### src/rtl/fan_tach_pkg.sv
package fan_tach_pkg;

    typedef enum logic [2:0] {
        ST_ARM,
        ST_HALF,
        ST_FULL,
        ST_STALL,
        ST_HOLD
    } meas_state_e;

    // Number of low bits cleared in the all-ones stall code for a duration setting
    function automatic logic [1:0] stall_clear_bits(input logic [1:0] dur);
        if (dur[1])
            return 2'd0;
        else if (dur[0])
            return 2'd1;
        else
            return 2'd2;
    endfunction

endpackage

### src/rtl/tach_edge_sync.sv
module tach_edge_sync #(
    parameter int STAGES = 2
) (
    input  logic clk,
    input  logic rst_n,
    input  logic tach_raw,
    output logic rise
);
    // STAGES synchronizer flops plus one history flop for edge detection
    logic [STAGES:0] pipe_q;

    always_ff @(posedge clk or negedge rst_n) begin
        if (!rst_n)
            pipe_q <= '0;
        else
            pipe_q <= {pipe_q[STAGES-1:0], tach_raw};
    end

    assign rise = pipe_q[STAGES-1] & ~pipe_q[STAGES];
endmodule

### src/rtl/tach_period_fsm.sv
module tach_period_fsm
    import fan_tach_pkg::*;
#(
    parameter int CNT_W = 16
) (
    input  logic             clk,
    input  logic             rst_n,
    input  logic             tick,
    input  logic             rise,
    input  logic             duty_zero,
    input  logic [1:0]       dur_sel,
    output logic             res_pulse,
    output logic [CNT_W-1:0] res_val,
    output logic             sat_evt,
    output logic             stall_q
);
    localparam int EXT_W = CNT_W + 1;

    meas_state_e      state_q, state_d;
    logic [CNT_W-1:0] cnt_q, cnt_d;
    logic             stall_d;
    logic [CNT_W-1:0] sat_code;
    logic [EXT_W-1:0] cnt_inc;
    logic             at_limit;

    assign sat_code = {CNT_W{1'b1}} << stall_clear_bits(dur_sel);
    assign cnt_inc  = {1'b0, cnt_q} + EXT_W'(tick);
    assign at_limit = cnt_inc >= {1'b0, sat_code};

    // State register
    always_ff @(posedge clk or negedge rst_n) begin
        if (!rst_n) begin
            state_q <= ST_ARM;
            cnt_q   <= '0;
            stall_q <= 1'b0;
        end else begin
            state_q <= state_d;
            cnt_q   <= cnt_d;
            stall_q <= stall_d;
        end
    end

    // Next state and outputs
    always_comb begin
        state_d   = state_q;
        cnt_d     = cnt_q;
        stall_d   = stall_q;
        res_pulse = 1'b0;
        res_val   = sat_code;
        sat_evt   = 1'b0;
        if (duty_zero) begin
            state_d = ST_HOLD;
        end else begin
            unique case (state_q)
                ST_HOLD: state_d = ST_ARM;
                ST_ARM, ST_STALL: begin
                    if (rise) begin
                        state_d = ST_HALF;
                        cnt_d   = '0;
                    end
                end
                ST_HALF, ST_FULL: begin
                    if (rise && state_q == ST_FULL) begin
                        res_pulse = 1'b1;
                        res_val   = at_limit ? sat_code : cnt_inc[CNT_W-1:0];
                        stall_d   = 1'b0;
                        cnt_d     = '0;
                        state_d   = ST_HALF;
                    end else if (at_limit) begin
                        res_pulse = 1'b1;
                        res_val   = sat_code;
                        sat_evt   = 1'b1;
                        stall_d   = 1'b1;
                        cnt_d     = sat_code;
                        state_d   = ST_STALL;
                    end else begin
                        cnt_d = cnt_inc[CNT_W-1:0];
                        if (rise)
                            state_d = ST_FULL;
                    end
                end
                default: state_d = ST_ARM;
            endcase
        end
    end
endmodule

### src/rtl/tach_read_port.sv
module tach_read_port #(
    parameter int CNT_W = 16
) (
    input  logic             clk,
    input  logic             rst_n,
    input  logic             res_pulse,
    input  logic [CNT_W-1:0] res_val,
    input  logic             rd_lo,
    input  logic             rd_hi,
    output logic [7:0]       lo_data,
    output logic [CNT_W-9:0] hi_data,
    output logic             lock_q,
    output logic             valid_q
);
    localparam int HI_W = CNT_W - 8;

    logic [CNT_W-1:0] pub_q, shadow_q;
    logic             pend_q;
    logic [HI_W-1:0]  latch_q;
    logic             release_rd;

    assign release_rd = rd_hi & lock_q & ~rd_lo;

    always_ff @(posedge clk or negedge rst_n) begin
        if (!rst_n) begin
            pub_q    <= '1;
            shadow_q <= '0;
            pend_q   <= 1'b0;
            lock_q   <= 1'b0;
            latch_q  <= '0;
            valid_q  <= 1'b0;
        end else begin
            valid_q <= 1'b0;
            if (release_rd) begin
                lock_q <= 1'b0;
                pend_q <= 1'b0;
                if (res_pulse) begin
                    pub_q   <= res_val;
                    valid_q <= 1'b1;
                end else if (pend_q) begin
                    pub_q   <= shadow_q;
                    valid_q <= 1'b1;
                end
            end else if (res_pulse) begin
                if (lock_q || rd_lo) begin
                    shadow_q <= res_val;
                    pend_q   <= 1'b1;
                end else begin
                    pub_q   <= res_val;
                    valid_q <= 1'b1;
                end
            end
            if (rd_lo) begin
                lock_q  <= 1'b1;
                latch_q <= pub_q[CNT_W-1:8];
            end
        end
    end

    assign lo_data = pub_q[7:0];
    assign hi_data = lock_q ? latch_q : pub_q[CNT_W-1:8];
endmodule

### src/rtl/fan_tach_period.sv
module fan_tach_period #(
    parameter int CNT_W       = 16,
    parameter int SYNC_STAGES = 2
) (
    input  logic             clk,
    input  logic             rst_n,
    input  logic             tick_90k,
    input  logic             tach_in,
    input  logic             fan_en,
    input  logic [7:0]       pwm_duty,
    input  logic [1:0]       dur_sel,
    input  logic             rd_lo,
    input  logic             rd_hi,
    output logic [7:0]       rd_lo_data,
    output logic [CNT_W-9:0] rd_hi_data,
    output logic             stall,
    output logic             valid
);
    logic             rise_w;
    logic             res_pulse_w;
    logic [CNT_W-1:0] res_val_w;
    logic             sat_evt_w;
    logic             stall_flag_w;
    logic             lock_w;

    tach_edge_sync #(.STAGES(SYNC_STAGES)) u_sync (
        .clk      (clk),
        .rst_n    (rst_n),
        .tach_raw (tach_in),
        .rise     (rise_w)
    );

    tach_period_fsm #(.CNT_W(CNT_W)) u_fsm (
        .clk       (clk),
        .rst_n     (rst_n),
        .tick      (tick_90k),
        .rise      (rise_w),
        .duty_zero (pwm_duty == 8'h00),
        .dur_sel   (dur_sel),
        .res_pulse (res_pulse_w),
        .res_val   (res_val_w),
        .sat_evt   (sat_evt_w),
        .stall_q   (stall_flag_w)
    );

    tach_read_port #(.CNT_W(CNT_W)) u_rd (
        .clk       (clk),
        .rst_n     (rst_n),
        .res_pulse (res_pulse_w),
        .res_val   (res_val_w),
        .rd_lo     (rd_lo),
        .rd_hi     (rd_hi),
        .lo_data   (rd_lo_data),
        .hi_data   (rd_hi_data),
        .lock_q    (lock_w),
        .valid_q   (valid)
    );

    assign stall = stall_flag_w & fan_en;
endmodule

### config.mk
export PLATFORM = sky130hd
export DESIGN_NAME = fan_tach_period
export DESIGN_NICKNAME = d
export VERILOG_FILES = /design/src/rtl/fan_tach_pkg.sv /design/src/rtl/tach_edge_sync.sv /design/src/rtl/tach_period_fsm.sv /design/src/rtl/tach_read_port.sv /design/src/rtl/fan_tach_period.sv
export SDC_FILE = /design/constraint.sdc
export NUM_CORES = 1
export LEC_CHECK = 0
export ABC_CLOCK_PERIOD_IN_PS = 3100
export BUFFER_PORTS_ARGS = -buffer_cell sky130_fd_sc_hd__clkbuf_2
export CORE_MARGIN = 3
export CORE_UTILIZATION = 50
export DETAILED_ROUTE_END_ITERATION = 10
export PLACE_DENSITY = 0.72
export SETUP_SLACK_MARGIN = 0.3
export SLEW_MARGIN = 20
export SYNTH_ARGS = -nofsm -noshare
export SYNTH_HDL_FRONTEND = slang
export SYNTH_SLANG_ARGS = --single-unit
### constraint.sdc
create_clock -name clk -period 3.1 [get_ports clk]
set_input_delay 0.155 -clock clk [delete_from_list [all_inputs] [get_ports clk]]
set_output_delay 0.155 -clock clk [all_outputs]
set_load 0.02 [all_outputs]
==> flow_results.org, run 1 <==
** Critical path
- Crit path largest cell delay :: 0.43 ns
- The cell that appears most often on the critical path is buf_4.
- Of all nets on the critical path, the largest fanout is 3.
- By startpoint and endpoint, the worst setup path is classified as reg2reg.
- STA classifies the critical path endpoint as a flip-flop.
- Worst path required time :: 3.38 ns
- Standard cell with the maximum stage delay on the critical path :: dfrtp_1
- STA classifies the critical path startpoint as a flip-flop.
- For the worst flop-to-flop path, the logic depth is 20.
- Cell breakdown of the critical path :: ha_4 > nand2_4 > xor2_2 > inv_2 > buf_4 > buf_4 > buf_4 > buf_4 > buf_4 > buf_4 > buf_4 > buf_4 > buf_4 > buf_4 > buf_4 > buf_4 > buf_4 > buf_4 > buf_4 > o221a_4
- For the worst setup path, the data arrival time is 3.37 ns.

** Outcome
- Run status :: finished clean

** Job
- Max-cap violations in this run came to 0.

** Yosys
- Summing the areas of all compound-gate instances in the mapped netlist gives 14.7% of the synthesized area.
- Of the total synthesized cell area, the portion taken by AND, OR, NAND and NOR gates is 18.0%.
- Total standard cell area after synthesis :: 3660 um2
- Largest family of logic cells by synthesized area :: simple AND/OR/NAND/NOR gates
- Number of warning messages in the yosys log :: 0
- Parity-gate share of the synthesized area counting xor and xnor cells :: 3.59%
- Number of enable flip-flop cells after synthesis :: 0
- After synthesis, the share of cell area in mux cells is 11.2%.
- Fraction of registers with async set or reset after synthesis :: 100%
- In the synthesized netlist the dominant register cell turns out to be dfrtp_1.
- Number of nets in the synthesized netlist :: 380
- Summing the sequential cell areas from Yosys gives 45.6% of the chip area.
- Cells after synthesis :: 358
- Adder and majority cell fraction of the synthesized area :: 1.71%
- Number of library cell types mapped by synthesis :: 51
- The synthesized design contains 66 register bits.
- Synthesized area per cell :: 10.2 um2

** Final layout
- The area growth from synthesis to layout is 32.7%.
- Proportion of layout cells with a drive suffix above 1 :: 45.0%
- The filler cells instantiated in the layout total 459.
- After routing the design area is 4860 um2.
- The repair_antennas step left the layout with diodes totalling 0.
- For this run, the post-layout net count is 455.

** GRT
- Total global routing track utilization :: 23.7%
- Summed over all layers, the global routing overflow is 0.
- The first global-routing pass estimated 15.7 mm of wire.
- Entering global routing, the biggest net connects 29 pins.
- The number of global-route vias before repair was 3028.
- Initial antenna violation count :: 0

** Timing
- Headroom to the max-slew limit came out at 45.5%.
- Setup violations remaining at the end of the flow were counted as 0.
- Worst Clk Skew :: 0.0118 ns
- Worst Max-Slew Pin Slew :: 0.815 ns
- In the final timing run, aggregate negative setup slack is 0 ns.
- Crit share post-route :: 99.9%
- Final slew viol count :: 0
- Setup repair after global routing missed its margin :: true
- Achievable clock frequency :: 0.323 GHz
- Final hold violation count :: 0
- The worst path in the final design needs a cycle of 3.10 ns, including I/O delays and setup.

** Power and ir drop
- Power per standard cell area :: 753 nW/um2
- Leakage power of the design :: 2.11 nW
- Of the total power, registers draw 40.5%.
- The internal power of the cells totals 2.42 mW.
- Of the total power, the clock network draws 20.3%.
- Combinational logic is responsible for 39.2% of the overall power.
- Switching part of the total power :: 33.9%
- Power spent charging and discharging nets :: 1.24 mW
- Across the VDD grid, the largest voltage drop is 0.000294 V.

** Placement
- During placement, the flow inserted port buffers numbering 34.
- Summing all placed instances gives a cell area of 4010 um2.
- HPWL after detailed placement :: 5.93 mm
- Routability-driven placement finished with a final weighted congestion of 0.893.

** Floorplan
- I/O Pins :: 35
- After floorplanning, the core was divided into 30 placement rows.
- Die extent in y :: 91.6 um
- Width of the die :: 91.6 um
- Area of the die :: 8390 um2
- Initial cell density of the core :: 52.7%
- The floorplan step defined a core boundary enclosing 6940 um2.

** Clocking
- H-tree Lvls :: 3
- CTS placed an instance of clkbuf_8 at the clock tree root.
- Buffer depth of the longest clock path :: 2
- Clock latency on the worst-skew pair :: 0.35 ns
- TritonCTS built the clock tree.
- The clock net in this run drives a total of 66 sinks.
- Clock transition time at the flip-flop clock pins of the worst setup and hold paths :: 0.08 ns
- The number of clock buffers added by TritonCTS is 9.

** Min path
- The worst hold path passes through 3 cells.
- Class of the tightest hold or removal check :: in2reg

** Drt
- Dividing the detail-routed via count by the number of cells gives 6.00.
- In this run the remaining antenna-violating nets after routing total 0.
- Pre-Repair DR Iteration Count :: 5
- Number of DRC violations after detailed-routing iteration 0 :: 253
- Total number of vias :: 3204
- For this run, design rule violations remaining after detail routing come to 0.
- Wire length reported by the detailed router :: 10.4 mm
- In the final routed layout, each cell accounts on average for 19.5 um.
==> repair_timing <==
item,in CTS,in global routing
pin swaps,3,6
endpoints found under the setup margin,32,43
buffers inserted,22,5
hold endpoints to repair,13,0
resized for setup,28,40
cloned,2,2
hold buffers,2,0
==> power groups by stage <==
stage	Clock [mW]	Combinational (mW)	Sequential, mW
2_1_floorplan	0	0.870	1.35
5_1_grt	0.782	1.53	1.51
4_1_cts	0.743	1.25	1.44
6_report	0.743	1.43	1.48
3_3_place_gp	0	1.02	1.42
3_5_place_dp	0	1.05	1.43
==> stage by stage <==
step | hold slack (ns) | setup slack, ns | power [mW] | utilization [%] | std cells
after floorplan | -0.141 | 0.0125 | 2.22 | - | 358
after global placement | 0.205 | 0.204 | 2.43 | 57.7 | 485
after detailed placement | 0.213 | 0.117 | 2.47 | 57.7 | 485
after CTS | 0.0664 | 0.158 | 3.44 | 66.3 | 527
after global routing | 0.105 | -0.0726 | 3.82 | 70.0 | 534
final | 0.0874 | 0.00366 | 3.66 | 70.0 | 534
==> worst paths after layout <==
kind,endpoint,from,slack (ns)
max,u_rd.pub_q[2]$_DFFE_PN1P_,u_fsm.cnt_q[0]$_DFFE_PN0P_,0.004
min,u_fsm.state_q[2]$_DFFE_PN0P_,pwm_duty[2],0.09
max reg2reg,u_rd.pub_q[2]$_DFFE_PN1P_,u_fsm.cnt_q[0]$_DFFE_PN0P_,0.004
min reg2reg,u_sync.pipe_q[1]$_DFF_PN0_,u_sync.pipe_q[0]$_DFF_PN0_,0.36
max in group asynchronous,u_rd.pub_q[13]$_DFFE_PN1P_,rst_n,1.96
min in group asynchronous,u_rd.shadow_q[5]$_DFFE_PN0P_,rst_n,0.36
==> cells in the mapped netlist (3+ instances only) <==
| master | instances | area, um2 |
|---|---|---|
| mux2_4 | 8 | 120 |
| xor2_1 | 7 | 61.3 |
| nor4_1 | 3 | 18.8 |
| nor2b_1 | 6 | 37.5 |
| buf_2 | 5 | 25.0 |
| buf_4 | 9 | 67.6 |
| dfrtp_1 | 50 | 1250 |
| mux2_1 | 3 | 33.8 |
| ha_1 | 5 | 62.6 |
| and2_1 | 6 | 37.5 |
| clkbuf_1 | 11 | 41.3 |
| nand4_1 | 5 | 31.3 |
| mux2_2 | 21 | 236 |
| or4_1 | 3 | 22.5 |
| and3_1 | 3 | 18.8 |
| nand3_1 | 21 | 105 |
| o221a_2 | 15 | 169 |
| o21ai_0 | 25 | 125 |
| a21oi_1 | 13 | 65.1 |
| inv_1 | 9 | 33.8 |
| xnor2_1 | 8 | 70.1 |
| nor2_1 | 28 | 105 |
| a22o_1 | 3 | 26.3 |
| nand2_1 | 38 | 143 |
| nor3_1 | 5 | 25.0 |
| dfstp_2 | 16 | 420 |
==> layout make-up <==
class | count | area (um2) | share of cell area [%]
clock buffer | 12 | 145 | 2.99
clock inverter | 4 | 51.3 | 1.06
inverter | 9 | 36.3 | 0.747
multi-input combinational | 256 | 2120 | 43.5
sequential | 66 | 1670 | 34.4
tap | 96 | 120 | 2.47
timing repair buffer | 91 | 718 | 14.8
==> routing by layer <==
metal	GRT usage, %	share of wire (%)	up-vias
met5	0	0	-
met4	8.17	3.5	0
met3	3.98	5.3	40
met2	38.6	50	136
met1	31.9	41	1596
li1	-	-	1432
==> worst max-delay path, delay by kind of cell, from the launching register on <==
family,cells,cell delay (ns)
simple gates,1,0.08
buf+inv,16,1.93
xor+xnor,1,0.19
flops,1,0.43
compound gates,1,0.21
fa+ha+maj,1,0.19
==> logic make-up after synthesis <==
family,after synthesis
simple gates,130
compound gates,71
flops,66
buf+inv,36
mux,34
xor+xnor,15
fa+ha+maj,5
other cells,1
==> sequential cells by signal (all words and copies together) (netlist names) <==
name,flops
u_rd.pub_q,16
u_rd.valid_q,1
u_fsm.state_q,3
u_fsm.stall_q,1
u_sync.pipe_q,3
u_fsm.cnt_q,16
u_rd.pend_q,1
u_rd.lock_q,1
u_rd.latch_q,8
u_rd.shadow_q,16
==> cell usage in the layout, fill, tap and decap left out, types with 2 or more instances in the layout <==
cell type,synthesis,routed
a211oi_1,2,2
a21oi_1,13,12
a22o_1,3,3
and2_1,6,5
and3_1,3,3
and4_1,2,2
buf_12,0,3
buf_4,9,43
buf_6,0,6
clkbuf_1,11,2
clkbuf_16,0,2
clkbuf_2,1,34
clkbuf_8,0,10
dfrtp_1,50,50
dfstp_2,16,16
dlygate4sd3_1,0,2
ha_4,0,3
inv_1,9,7
mux2_2,21,17
mux2_4,8,15
nand2_1,38,36
nand2b_1,2,2
nand3_1,21,16
nand3_2,1,6
nand4_1,5,5
nor2_1,28,27
nor2b_1,6,6
nor3_1,5,4
nor4_1,3,2
nor4bb_1,2,2
o211ai_1,2,2
o21ai_0,25,18
o21ai_1,0,7
o221a_4,0,15
or4_1,3,2
xnor2_1,8,7
xor2_1,7,6
Note: power is estimated with default switching activity, not from simulation.
==> run 2: changes to the inputs <==
Settings changed: CORE_MARGIN 3 to 2.
==> flow_results.org, run 2 (synthesis results as in run 1) <==
** Drt
- Number of DRC violations after detailed-routing iteration 0 :: 154
- In the final routed layout, each cell accounts on average for 16.9 um.
- Drt drc :: 0
- The routed design has 8.72 mm of wire.
- Before antenna repair, the detailed router went through 4 iterations.
- Average vias per placed instance :: 5.61
- Detailed routing inserted a total of 2898 vias.
- Once detail routing completed, the nets flagged for antenna violations numbered 0.

** Critical path
- Cell with the most instances on the worst path :: ha_4
- For this design, the slowest cell found on the critical path is or4_4.
- The critical path runs through a total of 12 cells.
- Gate family responsible for the most delay along the worst path :: simple AND/OR/NAND/NOR gates
- The critical path in this run is classified as reg2reg.
- Endpoint arrival time on the critical path :: 3.34 ns
- Critical path buffers and inverters :: 3
- The worst setup path is launched from a flip-flop.
- Worst reg-to-reg path cell count :: 12
- Cell breakdown of the critical path :: ha_4 > inv_4 > ha_4 > nand2b_4 > a211oi_2 > or4_4 > o41ai_4 > buf_4 > nand4_1 > nand3_4 > buf_8 > o221a_4
- For the worst setup path, the data required time is 3.39 ns.
- STA classifies the critical path endpoint as a flip-flop.
- Crit path largest cell delay :: 0.53 ns
- Maximum fanout along the worst path :: 8

** Final layout
- Fin cells :: 517
- The largest registers in the layout are u_fsm.cnt_q (16), u_rd.pub_q (16), u_rd.shadow_q (16).
- The net count of the finished layout is 435.
- Commonest non-fill, non-tap cells in the layout :: dfrtp_1, nand2_1, clkbuf_2, nor2_1, buf_4
- Post-layout instance area :: 4570 um2
- Leading cell type in the layout, fill and taps excluded :: dfrtp_1
- 0 antenna diodes ended up in the layout.
- Synthesis-to-layout area growth :: 24.7%
- Proportion of layout cells with a drive suffix above 1 :: 41.4%

** Timing
- Final hold violation count :: 0
- Worst Max-Slew Pin Slew :: 0.798 ns
- Slew Limit Headroom :: 46.8%
- Setup repair after global routing could not meet its margin everywhere.
- Final setup violating endpoints :: 0
- Final critical delay including setup and external delays :: 3.05 ns
- Aggregate negative setup slack :: 0 ns
- Crit share post-route :: 98.4%
- Hold Slack :: 0.0771 ns
- The count of final max-slew check failures is 0.
- For this run, the top clock speed supported by timing is 0.328 GHz.
- On the final layout, the worst clock skew is 0.0121 ns.

** GRT
- Initial antenna violation count :: 0
- The first global-routing pass estimated 13.9 mm of wire.
- Overflow after GRT :: 0
- For this run, the total global-route usage over all layers was measured as 22.9%.
- Entering global routing, the biggest net connects 37 pins.
- The number of global-route vias before repair is 2863.

** Clocking
- Number of buffers added by the clock tree synthesis step :: 9
- Clock transition time at the flip-flop clock pins of the worst setup and hold paths :: 0.08 ns
- Buffer depth of the longest clock path :: 2
- H-tree Lvls :: 3
- Counting every sink on the clock net gives 66.
- TritonCTS built the clock tree.
- The clock reaches the later pin of the worst-skew pair after 0.35 ns.
- The cell sitting at the root of the clock tree is a clkbuf_8.

** Floorplan
- Width of the die :: 89.6 um
- Area of the die :: 8030 um2
- The floorplan has 31 rows.
- I/O Pins :: 35
- Core outline area :: 7180 um2
- Measured along the y axis, the die boundary spans 89.6 um.
- The initial utilization of the core area, before any placement, comes to 51.0%.

** Placement
- Routability-driven placement finished with a final weighted congestion of 0.846.
- Placed instance count :: 485
- Once placement finished, the instance area stood at 3990 um2.
- Buffers added on ports :: 34
- After legalization and detailed placement, the total HPWL measured 5.72 mm.

** Power and ir drop
- Power per standard cell area :: 727 nW/um2
- The worst-case IR drop observed on VDD is 0.000268 V.
- For this design the static power due to leakage is 1.97 nW.
- Power consumption :: 3.32 mW

** Job
- The tool flagged a number of max-cap violations equal to 0.

** Min path
- Class of the tightest hold or removal check :: in2reg
- The worst hold path passes through 3 cells.

** Outcome
- The flow ran to the end, and the final reports show no timing, DRC or antenna violations.
==> run 2: path summary, 6_finish.rpt <==
path	start	endpoint	slack [ns]
max	u_fsm.cnt_q[0]$_DFFE_PN0P_	u_rd.pub_q[5]$_DFFE_PN1P_	0.05
min	pwm_duty[2]	u_fsm.state_q[2]$_DFFE_PN0P_	0.08
max reg2reg	u_fsm.cnt_q[0]$_DFFE_PN0P_	u_rd.pub_q[5]$_DFFE_PN1P_	0.05
min reg2reg	u_sync.pipe_q[0]$_DFF_PN0_	u_sync.pipe_q[1]$_DFF_PN0_	0.35
max in group asynchronous	rst_n	u_rd.pub_q[3]$_DFFE_PN1P_	1.90
min in group asynchronous	rst_n	u_rd.valid_q$_DFF_PN0_	0.42
==> run 2: stage by stage <==
step / setup slack [ns] / utilization (%)
after detailed placement: 0.0566 / 55.6
after global placement: 0.144 / 55.6
after floorplan: 0.0125 / -
final: 0.0499 / 63.7
after global routing: -0.0394 / 63.7
after CTS: 0.106 / 60.0
==> run 2: tightest hold or removal path, stage by stage <==
cell and delay (ns):
clkbuf_2 0.07, or4_1 0.10, nor2_1 0.05
==> run 2: repair_timing <==
action | CTS | global route
pin swaps | 2 | 9
resized for setup | 8 | 45
setup buffers | 5 | 6
setup endpoints to repair | 32 | 44
hold buffers | 2 | 0
gates cloned | 2 | 1
endpoints found under the hold margin | 26 | 0
==> run 2: per-layer routing <==
metal / vias to the layer above / share of wire, % / global-route usage [%]
li1: 1394 / - / -
met2: 74 / 49 / 36.4
met4: 0 / 2.2 / 12.1
met3: 18 / 4.0 / 4.84
met1: 1412 / 44 / 29.4
met5: - / 0 / 0
==> run 2: where the power goes <==
group	switching [mW]	total, mW	leakage (nW)	internal, mW
registers	0.224	1.45	0.781	1.23
clock network	0.374	0.669	0.0822	0.295
logic	0.557	1.20	1.10	0.644
==> run 2: layout make-up <==
type / count / area, um2
clock inverters: 7 / 53.8
inverters: 9 / 36.3
clock buffers: 9 / 124
repair buffers: 71 / 534
multi-input cells: 256 / 2020
fillers: 557 / 2610
well taps: 99 / 124
flip-flops and latches: 66 / 1670
